$ cat config.mk
export PLATFORM = sky130hd
export DESIGN_NAME = tsp_spi_regif
export DESIGN_NICKNAME = d
export VERILOG_FILES = /design/src/rtl/tsp_pkg.sv /design/src/rtl/tsp_sync.sv /design/src/rtl/tsp_frame.sv /design/src/rtl/tsp_regbank.sv /design/src/rtl/tsp_spi_regif.sv
export SDC_FILE = /design/constraint.sdc
export NUM_CORES = 1
export LEC_CHECK = 0
export CORE_ASPECT_RATIO = 1.4
export CORE_MARGIN = 3
export CORE_UTILIZATION = 39
export CTS_CLUSTER_DIAMETER = 200
export DETAILED_ROUTE_END_ITERATION = 8
export HOLD_SLACK_MARGIN = 0.15
export SLEW_MARGIN = 20
export SYNTH_ARGS = -nofsm -noshare
export SYNTH_HDL_FRONTEND = slang
export SYNTH_HIERARCHICAL = 1
export SYNTH_SLANG_ARGS = --single-unit
$ cat constraint.sdc
create_clock -name clk -period 5.1 [get_ports clk]
set_input_delay 0.51 -clock clk [delete_from_list [all_inputs] [get_ports clk]]
set_output_delay 0.51 -clock clk [all_outputs]
set_load 0.01 [all_outputs]
$ cat src/rtl/tsp_pkg.sv
package tsp_pkg;

   localparam int ADDR_W  = 3;
   localparam int WORD_W  = 16;
   localparam int BYTE_W  = 8;
   localparam int N_LIMIT = 3;

   typedef logic [ADDR_W-1:0] addr_t;

   localparam addr_t A_STAT = 3'd0;
   localparam addr_t A_CFG  = 3'd1;
   localparam addr_t A_TEMP = 3'd2;
   localparam addr_t A_ID   = 3'd3;
   localparam addr_t A_HYST = 3'd5;

   localparam logic [BYTE_W-1:0] CMD_STREAM_ON  = 8'h54;
   localparam logic [BYTE_W-1:0] CMD_STREAM_OFF = 8'h50;

   localparam logic [BYTE_W-1:0] CFG_DEF  = 8'h00;
   localparam logic [BYTE_W-1:0] HYST_DEF = 8'h05;
   localparam logic [BYTE_W-1:0] ID_BASE  = 8'hC0;

   typedef enum logic [1:0] {
      FS_CMD,
      FS_DATA,
      FS_STRM,
      FS_IGN
   } fstate_t;

   function automatic logic is_wide(addr_t a);
      return (a == 3'd2) || (a == 3'd4) || (a == 3'd6) || (a == 3'd7);
   endfunction

   function automatic logic is_ro(addr_t a);
      return (a == A_STAT) || (a == A_TEMP) || (a == A_ID);
   endfunction

   // limit slot g: 0 critical, 1 high, 2 low
   function automatic addr_t lim_addr(int g);
      case (g)
         0:       return 3'd4;
         1:       return 3'd6;
         default: return 3'd7;
      endcase
   endfunction

   function automatic logic [WORD_W-1:0] lim_default(int g);
      case (g)
         0:       return 16'h4980;
         1:       return 16'h2000;
         default: return 16'h0500;
      endcase
   endfunction

endpackage

$ cat src/rtl/tsp_sync.sv
module tsp_sync #(
   parameter int STAGES = 2
) (
   input  logic clk,
   input  logic rst_n,
   input  logic sclk,
   input  logic cs_n,
   input  logic din,
   output logic sclk_rise,
   output logic sclk_fall,
   output logic cs_act,
   output logic cs_start,
   output logic din_s
);

   logic [STAGES-1:0] sclk_p, cs_p, din_p;
   logic              sclk_d, cs_d;

   for (genvar g = 0; g < STAGES; g++) begin : g_stage
      if (g == 0) begin : g_first
         always_ff @(posedge clk or negedge rst_n) begin
            if (!rst_n) begin
               sclk_p[0] <= 1'b1;
               cs_p[0]   <= 1'b1;
               din_p[0]  <= 1'b0;
            end else begin
               sclk_p[0] <= sclk;
               cs_p[0]   <= cs_n;
               din_p[0]  <= din;
            end
         end
      end else begin : g_next
         always_ff @(posedge clk or negedge rst_n) begin
            if (!rst_n) begin
               sclk_p[g] <= 1'b1;
               cs_p[g]   <= 1'b1;
               din_p[g]  <= 1'b0;
            end else begin
               sclk_p[g] <= sclk_p[g-1];
               cs_p[g]   <= cs_p[g-1];
               din_p[g]  <= din_p[g-1];
            end
         end
      end
   end

   always_ff @(posedge clk or negedge rst_n) begin
      if (!rst_n) begin
         sclk_d <= 1'b1;
         cs_d   <= 1'b1;
      end else begin
         sclk_d <= sclk_p[STAGES-1];
         cs_d   <= cs_p[STAGES-1];
      end
   end

   assign sclk_rise = sclk_p[STAGES-1] & ~sclk_d;
   assign sclk_fall = ~sclk_p[STAGES-1] & sclk_d;
   assign cs_act    = ~cs_p[STAGES-1];
   assign cs_start  = ~cs_p[STAGES-1] & cs_d;
   assign din_s     = din_p[STAGES-1];

endmodule

$ cat src/rtl/tsp_frame.sv
module tsp_frame
   import tsp_pkg::*;
#(
   parameter int ONES_RESET = 32
) (
   input  logic              clk,
   input  logic              rst_n,
   input  logic              rise,
   input  logic              fall,
   input  logic              cs_act,
   input  logic              cs_start,
   input  logic              din_s,
   input  logic              conv_busy,
   input  logic [WORD_W-1:0] temp_i,
   input  logic [WORD_W-1:0] look_data,
   output addr_t             look_addr,
   output logic              dout_q,
   output logic              rd_stb,
   output addr_t             rd_addr,
   output logic              wr_stb,
   output addr_t             wr_addr,
   output logic [WORD_W-1:0] wr_data,
   output logic              soft_rst
);

   localparam int OW = $clog2(ONES_RESET);

   fstate_t           state;
   logic [4:0]        bitcnt;
   logic [WORD_W-2:0] shin;
   logic [WORD_W-1:0] shout;
   addr_t             cur_addr;
   logic              cur_rd, cur_wide, cont;
   logic [OW-1:0]     ones;

   logic [BYTE_W-1:0] nxt_byte;
   logic [WORD_W-1:0] nxt_word, stream_word;
   logic [4:0]        data_last;
   logic              srst_hit;

   assign nxt_byte    = {shin[BYTE_W-2:0], din_s};
   assign nxt_word    = {shin, din_s};
   assign look_addr   = nxt_byte[5:3];
   assign stream_word = conv_busy ? '0 : temp_i;
   assign data_last   = cur_wide ? 5'd15 : 5'd7;
   assign srst_hit    = rise && cs_act && din_s && (ones == OW'(ONES_RESET - 1));

   always_ff @(posedge clk or negedge rst_n) begin
      if (!rst_n) begin
         state    <= FS_CMD;
         bitcnt   <= '0;
         shin     <= '0;
         shout    <= '0;
         cur_addr <= '0;
         cur_rd   <= 1'b0;
         cur_wide <= 1'b0;
         cont     <= 1'b0;
         ones     <= '0;
         dout_q   <= 1'b0;
         rd_stb   <= 1'b0;
         rd_addr  <= '0;
         wr_stb   <= 1'b0;
         wr_addr  <= '0;
         wr_data  <= '0;
         soft_rst <= 1'b0;
      end else begin
         rd_stb   <= 1'b0;
         wr_stb   <= 1'b0;
         soft_rst <= 1'b0;
         if (srst_hit) begin
            state    <= FS_CMD;
            bitcnt   <= '0;
            cont     <= 1'b0;
            ones     <= '0;
            shout    <= '0;
            dout_q   <= 1'b0;
            soft_rst <= 1'b1;
         end else if (!cs_act) begin
            state  <= FS_CMD;
            bitcnt <= '0;
            dout_q <= 1'b0;
         end else if (cs_start) begin
            if (cont) begin
               state <= FS_STRM;
               shout <= stream_word;
            end
         end else if (rise) begin
            shin   <= nxt_word[WORD_W-2:0];
            ones   <= din_s ? ones + 1'b1 : '0;
            bitcnt <= bitcnt + 5'd1;
            case (state)
               FS_CMD: if (bitcnt == 5'd7) begin
                  bitcnt <= '0;
                  if (nxt_byte[7]) begin
                     state <= FS_IGN;
                  end else if (nxt_byte == CMD_STREAM_ON) begin
                     cont  <= 1'b1;
                     state <= FS_STRM;
                     shout <= stream_word;
                  end else begin
                     cur_addr <= nxt_byte[5:3];
                     cur_rd   <= nxt_byte[6];
                     cur_wide <= is_wide(nxt_byte[5:3]);
                     shout    <= look_data;
                     state    <= FS_DATA;
                  end
               end
               FS_DATA: if (bitcnt == data_last) begin
                  state <= FS_IGN;
                  if (cur_rd) begin
                     rd_stb  <= 1'b1;
                     rd_addr <= cur_addr;
                  end else if (!is_ro(cur_addr)) begin
                     wr_stb  <= 1'b1;
                     wr_addr <= cur_addr;
                     wr_data <= cur_wide ? nxt_word : {8'h00, nxt_byte};
                  end
               end
               FS_STRM: begin
                  if (bitcnt == 5'd7 && nxt_byte == CMD_STREAM_OFF) begin
                     cont  <= 1'b0;
                     state <= FS_IGN;
                  end else if (bitcnt == 5'd15) begin
                     bitcnt  <= '0;
                     rd_stb  <= 1'b1;
                     rd_addr <= A_TEMP;
                     shout   <= stream_word;
                  end
               end
               default: bitcnt <= bitcnt;
            endcase
         end else if (fall) begin
            if ((state == FS_DATA && cur_rd) || state == FS_STRM) begin
               dout_q <= shout[WORD_W-1];
               shout  <= {shout[WORD_W-2:0], 1'b0};
            end else begin
               dout_q <= 1'b0;
            end
         end
      end
   end

endmodule

$ cat src/rtl/tsp_regbank.sv
module tsp_regbank
   import tsp_pkg::*;
#(
   parameter logic [3:0] ID_REV = 4'h3
) (
   input  logic              clk,
   input  logic              rst_n,
   input  logic              soft_rst,
   input  logic              wr_stb,
   input  addr_t             wr_addr,
   input  logic [WORD_W-1:0] wr_data,
   input  addr_t             look_addr,
   input  logic [BYTE_W-1:0] stat_i,
   input  logic [WORD_W-1:0] temp_i,
   output logic [BYTE_W-1:0] cfg_o,
   output logic [BYTE_W-1:0] hyst_o,
   output logic [WORD_W-1:0] crit_o,
   output logic [WORD_W-1:0] high_o,
   output logic [WORD_W-1:0] low_o,
   output logic [WORD_W-1:0] look_data
);

   localparam logic [BYTE_W-1:0] ID_VAL = ID_BASE | {4'h0, ID_REV};

   always_ff @(posedge clk or negedge rst_n) begin
      if (!rst_n) begin
         cfg_o  <= CFG_DEF;
         hyst_o <= HYST_DEF;
      end else if (soft_rst) begin
         cfg_o  <= CFG_DEF;
         hyst_o <= HYST_DEF;
      end else if (wr_stb) begin
         if (wr_addr == A_CFG)  cfg_o  <= wr_data[BYTE_W-1:0];
         if (wr_addr == A_HYST) hyst_o <= wr_data[BYTE_W-1:0];
      end
   end

   for (genvar g = 0; g < N_LIMIT; g++) begin : g_lim
      logic [WORD_W-1:0] q;
      always_ff @(posedge clk or negedge rst_n) begin
         if (!rst_n)                                  q <= lim_default(g);
         else if (soft_rst)                           q <= lim_default(g);
         else if (wr_stb && wr_addr == lim_addr(g))   q <= wr_data;
      end
   end

   assign crit_o = g_lim[0].q;
   assign high_o = g_lim[1].q;
   assign low_o  = g_lim[2].q;

   // 8-bit registers are left-justified so the MSB leaves first
   always_comb begin
      case (look_addr)
         3'd0:    look_data = {stat_i, 8'h00};
         3'd1:    look_data = {cfg_o, 8'h00};
         3'd2:    look_data = temp_i;
         3'd3:    look_data = {ID_VAL, 8'h00};
         3'd4:    look_data = crit_o;
         3'd5:    look_data = {hyst_o, 8'h00};
         3'd6:    look_data = high_o;
         default: look_data = low_o;
      endcase
   end

endmodule

$ cat src/rtl/tsp_spi_regif.sv
module tsp_spi_regif
   import tsp_pkg::*;
#(
   parameter int         SYNC_STAGES = 2,
   parameter int         ONES_RESET  = 32,
   parameter logic [3:0] ID_REV      = 4'h3
) (
   input  logic        clk,
   input  logic        rst_n,
   input  logic        sclk,
   input  logic        cs_n,
   input  logic        din,
   output logic        dout,
   output logic        dout_oe,
   input  logic [7:0]  stat_i,
   input  logic [15:0] temp_i,
   input  logic        conv_busy,
   output logic [7:0]  cfg_o,
   output logic [7:0]  hyst_o,
   output logic [15:0] crit_o,
   output logic [15:0] high_o,
   output logic [15:0] low_o,
   output logic        rd_stb,
   output logic [2:0]  rd_addr,
   output logic        wr_stb,
   output logic [2:0]  wr_addr,
   output logic        soft_rst
);

   initial begin
      if (SYNC_STAGES < 2)
         $fatal(1, "SYNC_STAGES must be at least 2");
      if (ONES_RESET < 2 || ONES_RESET > 64)
         $fatal(1, "ONES_RESET out of range");
   end

   logic              s_rise, s_fall, s_act, s_start, s_din, dout_q;
   addr_t             look_addr;
   logic [WORD_W-1:0] look_data, wr_data;

   tsp_sync #(.STAGES(SYNC_STAGES)) u_sync (
      .clk       (clk),
      .rst_n     (rst_n),
      .sclk      (sclk),
      .cs_n      (cs_n),
      .din       (din),
      .sclk_rise (s_rise),
      .sclk_fall (s_fall),
      .cs_act    (s_act),
      .cs_start  (s_start),
      .din_s     (s_din)
   );

   tsp_frame #(.ONES_RESET(ONES_RESET)) u_frame (
      .clk       (clk),
      .rst_n     (rst_n),
      .rise      (s_rise),
      .fall      (s_fall),
      .cs_act    (s_act),
      .cs_start  (s_start),
      .din_s     (s_din),
      .conv_busy (conv_busy),
      .temp_i    (temp_i),
      .look_data (look_data),
      .look_addr (look_addr),
      .dout_q    (dout_q),
      .rd_stb    (rd_stb),
      .rd_addr   (rd_addr),
      .wr_stb    (wr_stb),
      .wr_addr   (wr_addr),
      .wr_data   (wr_data),
      .soft_rst  (soft_rst)
   );

   tsp_regbank #(.ID_REV(ID_REV)) u_regs (
      .clk       (clk),
      .rst_n     (rst_n),
      .soft_rst  (soft_rst),
      .wr_stb    (wr_stb),
      .wr_addr   (wr_addr),
      .wr_data   (wr_data),
      .look_addr (look_addr),
      .stat_i    (stat_i),
      .temp_i    (temp_i),
      .cfg_o     (cfg_o),
      .hyst_o    (hyst_o),
      .crit_o    (crit_o),
      .high_o    (high_o),
      .low_o     (low_o),
      .look_data (look_data)
   );

   assign dout_oe = s_act & ~cs_n;
   assign dout    = dout_oe ? dout_q : 1'b0;

endmodule

* Word-level counts from Yosys, hierarchy flattened
Index checks and enable logic that the tools add are counted.
W data, S select, Z words.
** Word-level totals
- Bits in registers :: 147
- Input bits :: 30
- Output and inout bits :: 75
- Logic and storage cells :: 226
** Operators by class
- Add/sub/neg operators :: 2
- Equal/unequal tests :: 44
- Muxes and demuxes :: 92
- Bitwise operators :: 14
- Reduce and logical (&&, ||, !) cells :: 45
** Operator list (number)
- $mux W16 :: 20
- $pmux W16 S7 :: 1
- $mux W5 :: 12
- $mux W8 :: 6
- $mux W1 :: 32
- $pmux W16 S2 :: 1
- $ne A5 B5 Y1 const B :: 5
- $eq A3 B3 Y1 const B :: 8
- $reduce_and A8 Y1 :: 3
- $mux W2 :: 10
- $reduce_and A9 Y1 :: 2
- $eq A8 B7 Y1 const B :: 2
- $reduce_bool A2 Y1 :: 8
- $ne A3 B1 Y1 const B :: 5
- $ne A5 B3 Y1 const B :: 3
- $pmux W5 S3 :: 1
- $eq A3 B2 Y1 const B :: 4
- $mux W3 :: 4
- $reduce_bool A4 Y1 :: 3
- $add A5 B1 Y5 const B :: 2
- $ne A2 B1 Y1 const B :: 5
- $not A1 Y1 :: 10
- $reduce_and A3 Y1 :: 3
- $reduce_bool A3 Y1 :: 3
- 24 further kinds :: 44

* Longest topological paths before layout
Gate-level depths: netlist of run 1.
- Depth in word-level cells :: 11
- Depth in mapped cells :: 10
- Depth with buffers taken out :: 8

* Cells and area by module
Netlist of run 1, hierarchy kept.
** Modules (own cells, without submodules)
- tsp_frame :: instances 1, cells each 376, area an instance 3890.0 um^2, seq. area each 1876.8 um^2
- tsp_regbank :: instances 1, cells each 405, area an instance 3375.7 um^2, seq. area each 1612.8 um^2
- tsp_sync :: instances 1, cells each 12, area an instance 232.7 um^2, seq. area each 207.7 um^2
- tsp_spi_regif :: instances 1, cells each 2, area an instance 15.0 um^2, seq. area each 0.0 um^2

* Worst setup path before layout of run 1
Ideal clock, no wire load.
- Path type :: register to register
- Start :: register u_frame.ones[0]
- End :: register u_frame.shin[10]
- Setup time :: 125 ps
- Arrival time :: 2167 ps
- Required time :: 4975 ps
- Setup slack :: 2809 ps
- Stages on the path, launching flop included :: 8
- Buffers on the path :: 1
- Period minus slack after synthesis :: 2291 ps
- Cells stage by stage :: dfrtp_1 > ha_1 > and3_1 > ha_1 > and2_1 > nor3_2 > clkbuf_1 > mux2_2
** On the way
- Word-level cells in the longest chain between the ends :: 4
** RTL lines
- start: declaration :: line tsp_frame.sv:34 : logic [OW-1:0] ones;
- start signal: assignment :: line tsp_frame.sv:89 : ones <= din_s ? ones + 1'b1 : '0;
- $eq A5 B5 Y1 :: line tsp_frame.sv:46 : assign srst_hit = rise && cs_act && din_s && (ones == OW'(ONES_RESET - 1));
- $logic_and A1 B1 Y1 :: line tsp_frame.sv:46
- $not A1 Y1 (no line)
- $reduce_and A4 Y1 (no line)
- end signal: assignment :: line tsp_frame.sv:88 : shin <= nxt_word[WORD_W-2:0];
- end: declaration :: line tsp_frame.sv:30 : logic [WORD_W-2:0] shin;
No other way between the ends.
A chain may end at the register's enable or synchronous reset.

* Final worst setup path of run 1
- Start :: register u_frame.ones[0]
- End :: register u_frame.wr_data[6]
** On the way
- Word-level cells in the longest chain between the ends :: 4
** RTL lines
- $eq A5 B5 Y1 :: line tsp_frame.sv:46
- $logic_and A1 B1 Y1 :: line tsp_frame.sv:46
- $not A1 Y1 (no line)
- $reduce_and A8 Y1 (no line)
- end signal: assignment :: line tsp_frame.sv:116 : wr_data <= cur_wide ? nxt_word : {8'h00, nxt_byte};
- end: declaration :: line tsp_frame.sv:22 : output logic [WORD_W-1:0] wr_data,
No other way between the ends.

==> results.txt, run 1 <==
----------------------------------------------------
[Critical path]
  Terminus of the critical flop-to-flop path ... u_frame/wr_data[6]$_DFFE_PN0P_
  Kind of capture point of the worst setup path ... flip-flop
  Type of element launching the critical path ... flip-flop
  CP Max Fanout ... 25
  Arrival time of the worst setup path ... 3400 ps
  Critical setup path kind ... reg -> reg
  FF-to-FF path depth ... 8
  Reg2Reg Setup Slack ... 2010 ps
  Startpoint of the worst register-to-register path ... u_frame/ones[0]$_DFFE_PN0P_
  Required time at the endpoint of the critical path ... 5410 ps

[Clock network]
  Number of sinks driven by the clock tree ... 147
  Post-CTS Hold Buffers ... 1
  CTS tree ... yes
  Root buffer selected by CTS ... sky130_fd_sc_hd__clkbuf_16
  Register clock-pin slew on the reported worst setup and hold paths ... 60 ps
  Count of buffers added by post-CTS timing repair for setup ... 0
  Post-cts repair resize count ... 0
  Cts bufs inserted ... 17
  Number of buffers on the longest clock path ... 2
  Worst skew pair latency ... 430 ps
  CTS H-Tree Depth ... 4

[Logic synthesis]
  Seq/Total Area, Yosys ... 49.2%
  Share of the synthesized area in the top cell type ... 44.0%
  Number of nets produced by synthesis ... 833
  Yosys warning total ... 6
  Number of synthesized flops with an enable pin ... 0
  Share of synthesized flip-flops with an asynchronous set or reset ... 100%
  Post-Synthesis Cells ... 795
  Number of different library cells in the post-synthesis netlist ... 70
  Most instantiated flip-flop cell in the synthesis netlist ... sky130_fd_sc_hd__dfrtp_1
  Post-synthesis average cell area ... 9.45 um^2
  Library cell occupying the most area in the post-synthesis netlist ... sky130_fd_sc_hd__dfrtp_1
  Cell types occupying the most area after synthesis ... sky130_fd_sc_hd__dfrtp_1 44%, sky130_fd_sc_hd__nand2_1 8.0%, sky130_fd_sc_hd__a21oi_1 5.3%
  Synthesized area ... 0.00751 mm^2
  Number of synthesized register bits ... 147

[Detailed routing]
  Average wire per standard cell ... 19.8 um
  Number of vias per cell ... 5.51
  First-pass detailed-route iteration total ... 5
  Drt initial violations ... 474
  Count of vias placed by the detailed router ... 6246
  Remaining design rule violation count ... 0
  Post-detailed-routing wire length ... 22400 um
  Antenna-violating nets left ... 0

[Place]
  Gp weighted congestion ... 0.820
  Number of I/O port buffers ... 104
  Half-perimeter wire length after detailed placement ... 15400 um
  Place WS ... 2000 ps

[Power]
  Internal power contribution ... 2.36 mW
  Ratio of total power to cell area ... 352 mW/mm^2
  Leak Pwr ... 3.99 nW
  Reported net switching power ... 919 uW
  Clock share of power ... 41.8%
  Gate power share ... 18.3%
  Switch share ... 28.1%
  Power share of the sequential group ... 39.8%
  Worst ir drop on vdd ... 0.196 mV

[Global route]
  Antenna violations before repair ... 0
  GRT Residual Overflow ... 0
  Aggregate global-route resource usage ... 22.2%
  First-pass GRT wire length ... 35700 um
  Largest net degree at the start of global routing ... 65
  Vias in the first global route ... 6381

[Timing]
  Worst slew margin relative to its limit ... 21.7%
  Total setup violations reported at the end of the flow ... 0
  Minimum setup slack in the final design ... 2010 ps
  Sum of negative setup slack ... 0 ps
  Portion of the clock cycle consumed by the worst path in the final layout ... 60.7%
  Unrepaired setup endpoints after global routing ... false
  Max Clock Skew ... 8.77 ps
  Transition time at the pin with the least slew margin ... 1170 ps
  Highest attainable clock frequency ... 323 MHz
  Final period demand of the worst path ... 3090 ps
  Total count of max-transition violations in the final report ... 0
  Number of endpoints with negative hold slack in the final report ... 0

[Cells and area]
  Antenna Cells ... 0
  Most frequent standard cell in the layout excluding fill and tap cells ... sky130_fd_sc_hd__nand2_1
  Fill cells ... 1792
  Post-layout nets ... 914
  Most used cells in the layout excluding fill and tap cells ... 161 x sky130_fd_sc_hd__nand2_1, 131 x sky130_fd_sc_hd__dfrtp_1, 103 x sky130_fd_sc_hd__clkdlybuf4s50_1
  Area growth from synthesis to final layout ... 23.9%
  Share of final-layout standard cells stronger than drive strength 1 ... 12.1%

[Flow run]
  Maximum capacitance violations ... 0

[Floorplanning]
  Die Y ... 170 um
  Number of I/O pins ... 105
  Initial standard-cell utilization of the core ... 40.1%
  Die X-Extent ... 123 um
  Die area ... 0.0210 mm^2
  Core area ... 0.0188 mm^2
  Standard-cell row count ... 59

[Min path]
  End point of the worst hold path ... u_sync/cs_p[1]$_DFF_PN1_
  Min-delay src ... u_sync/cs_p[0]$_DFF_PN1_
  Tightest Hold Check Type ... reg -> reg
  Number of cells traversed by the worst hold path ... 0

[Run status]
  Outcome ... complete, no violations

----------------------------------------------------
## worst max-delay path, cell delays in order (launching register included)
cell                      delay, ps
sky130_fd_sc_hd__dfrtp_1        400
sky130_fd_sc_hd__ha_1           230
sky130_fd_sc_hd__and3_1         190
sky130_fd_sc_hd__ha_1           210
sky130_fd_sc_hd__and2_1         190
sky130_fd_sc_hd__nor3_2         160
sky130_fd_sc_hd__buf_4          310
sky130_fd_sc_hd__nand3_1        720
sky130_fd_sc_hd__mux2_2         540
## Yosys cell counts (2+ instances only)
cell and count:
sky130_fd_sc_hd__nand2_1 161, sky130_fd_sc_hd__dfrtp_1 132, sky130_fd_sc_hd__a21oi_1 79, sky130_fd_sc_hd__nor2_1 40, sky130_fd_sc_hd__inv_1 33, sky130_fd_sc_hd__mux2_2 30
sky130_fd_sc_hd__nor2b_1 26, sky130_fd_sc_hd__mux2i_1 25, sky130_fd_sc_hd__o21ai_0 25, sky130_fd_sc_hd__clkbuf_1 21, sky130_fd_sc_hd__nand3_1 21, sky130_fd_sc_hd__dfstp_2 15
sky130_fd_sc_hd__o221ai_1 15, sky130_fd_sc_hd__nand3b_1 14, sky130_fd_sc_hd__buf_2 13, sky130_fd_sc_hd__a22oi_1 12, sky130_fd_sc_hd__buf_4 11, sky130_fd_sc_hd__o21a_1 9
sky130_fd_sc_hd__ha_1 8, sky130_fd_sc_hd__o22ai_1 8, sky130_fd_sc_hd__a22o_1 7, sky130_fd_sc_hd__a31oi_1 7, sky130_fd_sc_hd__nand2b_1 6, sky130_fd_sc_hd__nor4_1 6
sky130_fd_sc_hd__nor3_1 5, sky130_fd_sc_hd__a21o_1 4, sky130_fd_sc_hd__and3_1 4, sky130_fd_sc_hd__a32o_1 3, sky130_fd_sc_hd__buf_1 3, sky130_fd_sc_hd__nor3b_1 3
sky130_fd_sc_hd__o31ai_1 3, sky130_fd_sc_hd__a221oi_1 2, sky130_fd_sc_hd__a32oi_1 2, sky130_fd_sc_hd__and2b_2 2, sky130_fd_sc_hd__clkbuf_2 2, sky130_fd_sc_hd__nand4bb_1 2
sky130_fd_sc_hd__o22a_1 2, sky130_fd_sc_hd__or2_2 2
## routing by layer
metal  up-vias  global-route usage, %  part of all wire (%)
met3        30                   4.52                   5.9
met1      3068                   28.2                    42
li1       2943                      -                     -
met2       205                   37.5                    50
met4         0                   7.47                   2.1
met5         -                      0                     0
## logic make-up after synthesis
kind of cell | synth area share, %
AO/OA/AOI/OAI | 16.7
XOR/XNOR | 0.117
adder cells (fa/ha/maj) | 1.47
buffers and inverters | 5.40
flip-flops | 49.2
multiplexers | 7.83
AND/OR/NAND/NOR | 19.3
## worst max path at each step
stage	endpoint	startpoint	slack [ps]
floorplan	u_frame/shin[10]$_DFFE_PN0P_	u_frame/ones[0]$_DFFE_PN0P_	2810
global placement	u_frame/wr_data[7]$_DFFE_PN0P_	u_frame/ones[0]$_DFFE_PN0P_	2060
detailed placement	u_frame/wr_data[6]$_DFFE_PN0P_	u_frame/ones[0]$_DFFE_PN0P_	2000
CTS	u_frame/wr_data[6]$_DFFE_PN0P_	u_frame/ones[0]$_DFFE_PN0P_	1980
global route	u_frame/wr_data[2]$_DFFE_PN0P_	u_sync/sclk_p[1]$_DFF_PN1_	1720
finish	u_frame/wr_data[6]$_DFFE_PN0P_	u_frame/ones[0]$_DFFE_PN0P_	2010
## area by class of cell
class,instances,area (um^2),area share [%]
Sequential cell,147,3700,39.7
Multi-Input combinational cell,563,3420,36.8
Timing Repair Buffer,114,1120,12.0
Clock buffer,18,429,4.61
Tap cell,244,305,3.28
Clock inverter,14,211,2.27
Inverter,33,124,1.33
## power groups by stage
stage | clock (mW) | sequential [mW] | combinational (mW)
after floorplan | 0 | 1.31 | 0.449
after global placement | 0 | 1.32 | 0.592
after detailed placement | 0 | 1.33 | 0.594
after CTS | 1.39 | 1.31 | 0.599
after global routing | 1.43 | 1.32 | 0.667
final | 1.37 | 1.31 | 0.600
## registers in the layout, indices dropped and copies added, names as in the netlist, 2 cells and up
signal	count
u_regs/crit_o	16
u_sync/cs_p	2
u_sync/sclk_p	2
u_regs/hyst_o	8
u_frame/wr_addr	3
u_frame/cur_addr	3
u_frame/rd_addr	3
u_frame/ones	5
u_frame/state	2
u_frame/bitcnt	5
u_frame/shin	15
u_frame/wr_data	16
u_regs/high_o	16
u_regs/low_o	16
u_regs/cfg_o	8
u_frame/shout	16
## stage by stage
stage / power [mW] / area, um^2 / util, % / hold slack [ps] / cells
2_1_floorplan: 1.76 / 7510 / - / 214 / 795
3_3_place_gp: 1.92 / 8660 / 46.2 / 335 / 1100
3_5_place_dp: 1.92 / 8660 / 46.2 / 343 / 1100
4_1_cts: 3.29 / 9310 / 49.7 / 357 / 1133
5_1_grt: 3.42 / 9310 / 49.7 / 364 / 1133
6_report: 3.28 / 9310 / 49.7 / 355 / 1133
(Power assumes the default switching activity.)
==> run 2: changes to the inputs <==
Clock period 5.1 ns to 3 ns, I/O delays scaled along.
==> results.txt, run 2 (synthesized netlist as in run 1, its figures left out) <==
----------------------------------------------------
[Run status]
  Outcome ... complete, no violations

[Detailed routing]
  Count of vias placed by the detailed router ... 6301 (+0.88%)
  Number of vias per cell ... 5.48 (-0.52%)
  Remaining design rule violation count ... 0 (unchanged)
  First-pass detailed-route iteration total ... 5 (unchanged)
  Total length of routed met2 wires ... 11700 um (+3.3%)
  Drt initial violations ... 470 (-0.84%)
  Average wire per standard cell ... 19.9 um (+0.67%)
  Top sig layer ... met4
  WL met3 ... 1250 um (-4.6%)
  Detailed-routing wirelength on met1 ... 9470 um (+1.1%)
  Post-detailed-routing wire length ... 22900 um (+2.1%)
  Antenna-violating nets left ... 0 (unchanged)

[Global route]
  GRT Residual Overflow ... 0 (unchanged)
  Aggregate global-route resource usage ... 22.5% (+0.30 points)
  Vias in the first global route ... 6366 (-0.24%)
  Antenna violations before repair ... 0 (unchanged)
  Largest net degree at the start of global routing ... 68 (+4.6%)
  First-pass GRT wire length ... 36100 um (+1.2%)

[Critical path]
  Required time at the endpoint of the critical path ... 3330 ps (-2080 ps)
  Kind of capture point of the worst setup path ... flip-flop
  CP Max Fanout ... 16 (-36%)
  Critical setup path kind ... reg -> reg
  Arrival time of the worst setup path ... 2910 ps (-490 ps)
  Type of element launching the critical path ... flip-flop

[Timing]
  Total setup violations reported at the end of the flow ... 0 (unchanged)
  Unrepaired setup endpoints after global routing ... false
  Max Clock Skew ... 13.6 ps (+4.78 ps)
  Portion of the clock cycle consumed by the worst path in the final layout ... 85.8% (+25 points)
  Worst slew margin relative to its limit ... 31.9% (+10 points)
  Highest attainable clock frequency ... 388 MHz (+20%)
  Final period demand of the worst path ... 2580 ps (-519 ps)
  Total count of max-transition violations in the final report ... 0 (unchanged)
  Transition time at the pin with the least slew margin ... 1020 ps (-154 ps)
  Sum of negative setup slack ... 0 ps (unchanged)
  Number of endpoints with negative hold slack in the final report ... 0 (unchanged)

[Min path]
  Tightest Hold Check Type ... in -> reg

[Clock network]
  Number of buffers on the longest clock path ... 2 (unchanged)
  CTS H-Tree Depth ... 4 (unchanged)
  Root buffer selected by CTS ... sky130_fd_sc_hd__clkbuf_16
  Number of sinks driven by the clock tree ... 147 (unchanged)
  Register clock-pin slew on the reported worst setup and hold paths ... 60 ps (about the same)
  CTS tree ... yes
  Worst skew pair latency ... 430 ps (about the same)
  Cts bufs inserted ... 17 (unchanged)
  Post-cts repair resize count ... 0 (unchanged)

[Floorplanning]
  Number of I/O pins ... 105 (unchanged)
  Core area ... 0.0188 mm^2 (unchanged)
  Die X-Extent ... 123 um (unchanged)
  Die area ... 0.0210 mm^2 (unchanged)
  Die Y ... 170 um (unchanged)
  Initial standard-cell utilization of the core ... 40.1% (unchanged)
  Standard-cell row count ... 59 (unchanged)

[Cells and area]
  Post-route cell area ... 0.00942 mm^2 (+1.2%)
  Most used cells in the layout excluding fill and tap cells ... 161 x sky130_fd_sc_hd__nand2_1, 131 x sky130_fd_sc_hd__dfrtp_1, 103 x sky130_fd_sc_hd__clkdlybuf4s50_1
  Area growth from synthesis to final layout ... 25.4%
  Most frequent standard cell in the layout excluding fill and tap cells ... sky130_fd_sc_hd__nand2_1
  Antenna Cells ... 0 (unchanged)
  Post-layout nets ... 930 (+1.8%)
  Share of final-layout standard cells stronger than drive strength 1 ... 13.4% (+1.2 points)

[Power]
  Leak Pwr ... 4.07 nW (+2.2%)
  Ratio of total power to cell area ... 583 mW/mm^2 (+66%)
  Worst ir drop on vdd ... 0.360 mV (+84%)

[Place]
  Standard cell area after detailed placement ... 0.00880 mm^2 (+1.6%)
  Number of I/O port buffers ... 104 (unchanged)
  Half-perimeter wire length after detailed placement ... 15900 um (+3.2%)
  Gp weighted congestion ... 0.858 (+4.6%)

[Flow run]
  Maximum capacitance violations ... 0 (unchanged)

----------------------------------------------------
## run 2: cell types whose count changed in the layout (fill, tap and decap cells not counted), sizes merged
cell      delta
clkinvlp     -3
buf         +16
clkinv       +1
bufinv       -2
clkbuf       +4
## run 2: layout make-up
class                   count  area [um^2]
clock buffers              22          484
clock inverters            10          130
fillers                  1777         9330
inverters                  33          124
multi-input cells         563         3420
flip-flops and latches    147         3700
well taps                 244          305
repair buffers            130         1260
## run 2: through the flow
stage	utilization, %	hold WS, ps	power (mW)	std cells	setup WS, ps
floorplan	-	4.41	2.99	795	709
global placement	46.9	346	3.28	1116	548
detailed placement	46.9	340	3.29	1116	500
CTS	50.3	269	5.52	1149	455
global route	50.3	277	5.73	1149	269
finish	50.3	276	5.50	1149	425
## run 2: per-layer routing
metal | global-route usage [%] | vias to the layer above
met3 | 4.45 | 34
met2 | 38.2 | 208
li1 | - | 2971
met5 | 0 | -
met4 | 7.81 | 0
met1 | 28.4 | 3088
## run 2: worst max-delay path, stage by stage, from the launching register on
cell and delay, ps:
sky130_fd_sc_hd__dfstp_2 530, sky130_fd_sc_hd__nor2b_1 370, sky130_fd_sc_hd__nor2b_1 440, sky130_fd_sc_hd__nand2_1 170, sky130_fd_sc_hd__o211ai_4 680, sky130_fd_sc_hd__mux2i_1 290
## run 2: power by group
part / switching [mW] / internal [mW] / leakage, nW / total (mW)
registers: 0.0922 / 2.13 / 1.95 / 2.22
clock network: 0.828 / 1.39 / 0.302 / 2.22
logic: 0.620 / 0.438 / 1.82 / 1.06
## run 2: final timing paths
path / from / depth (start not counted) / to / slack (ps)
setup / recovery: u_sync/sclk_p[1]$_DFF_PN1_ / 5 / u_frame/shout[6]$_DFFE_PN0P_ / 420
hold / removal: sclk / 1 / u_sync/sclk_p[0]$_DFF_PN1_ / 280
setup reg to reg: u_sync/sclk_p[1]$_DFF_PN1_ / 5 / u_frame/shout[6]$_DFFE_PN0P_ / 420
hold reg to reg: u_sync/din_p[0]$_DFF_PN0_ / 0 / u_sync/din_s$_DFF_PN0_ / 350
max in group asynchronous: rst_n / 3 / u_regs/high_o[13]$_DFFE_PN1P_ / 1720
min in group asynchronous: rst_n / 2 / u_regs/crit_o[4]$_DFFE_PN0P_ / 470
## run 2: what timing repair did
item	4_1_cts	5_1_grt
hold buffers	1	0
hold endpoints to repair	57	0
buffers inserted	0	0
setup endpoints to repair	0	0
==> run 3: changes to the inputs <==
Settings changed: CAP_MARGIN from default to 20.
==> results of run 3 <==
No change in the layout: final DEF, timing and power equal those of run 2.
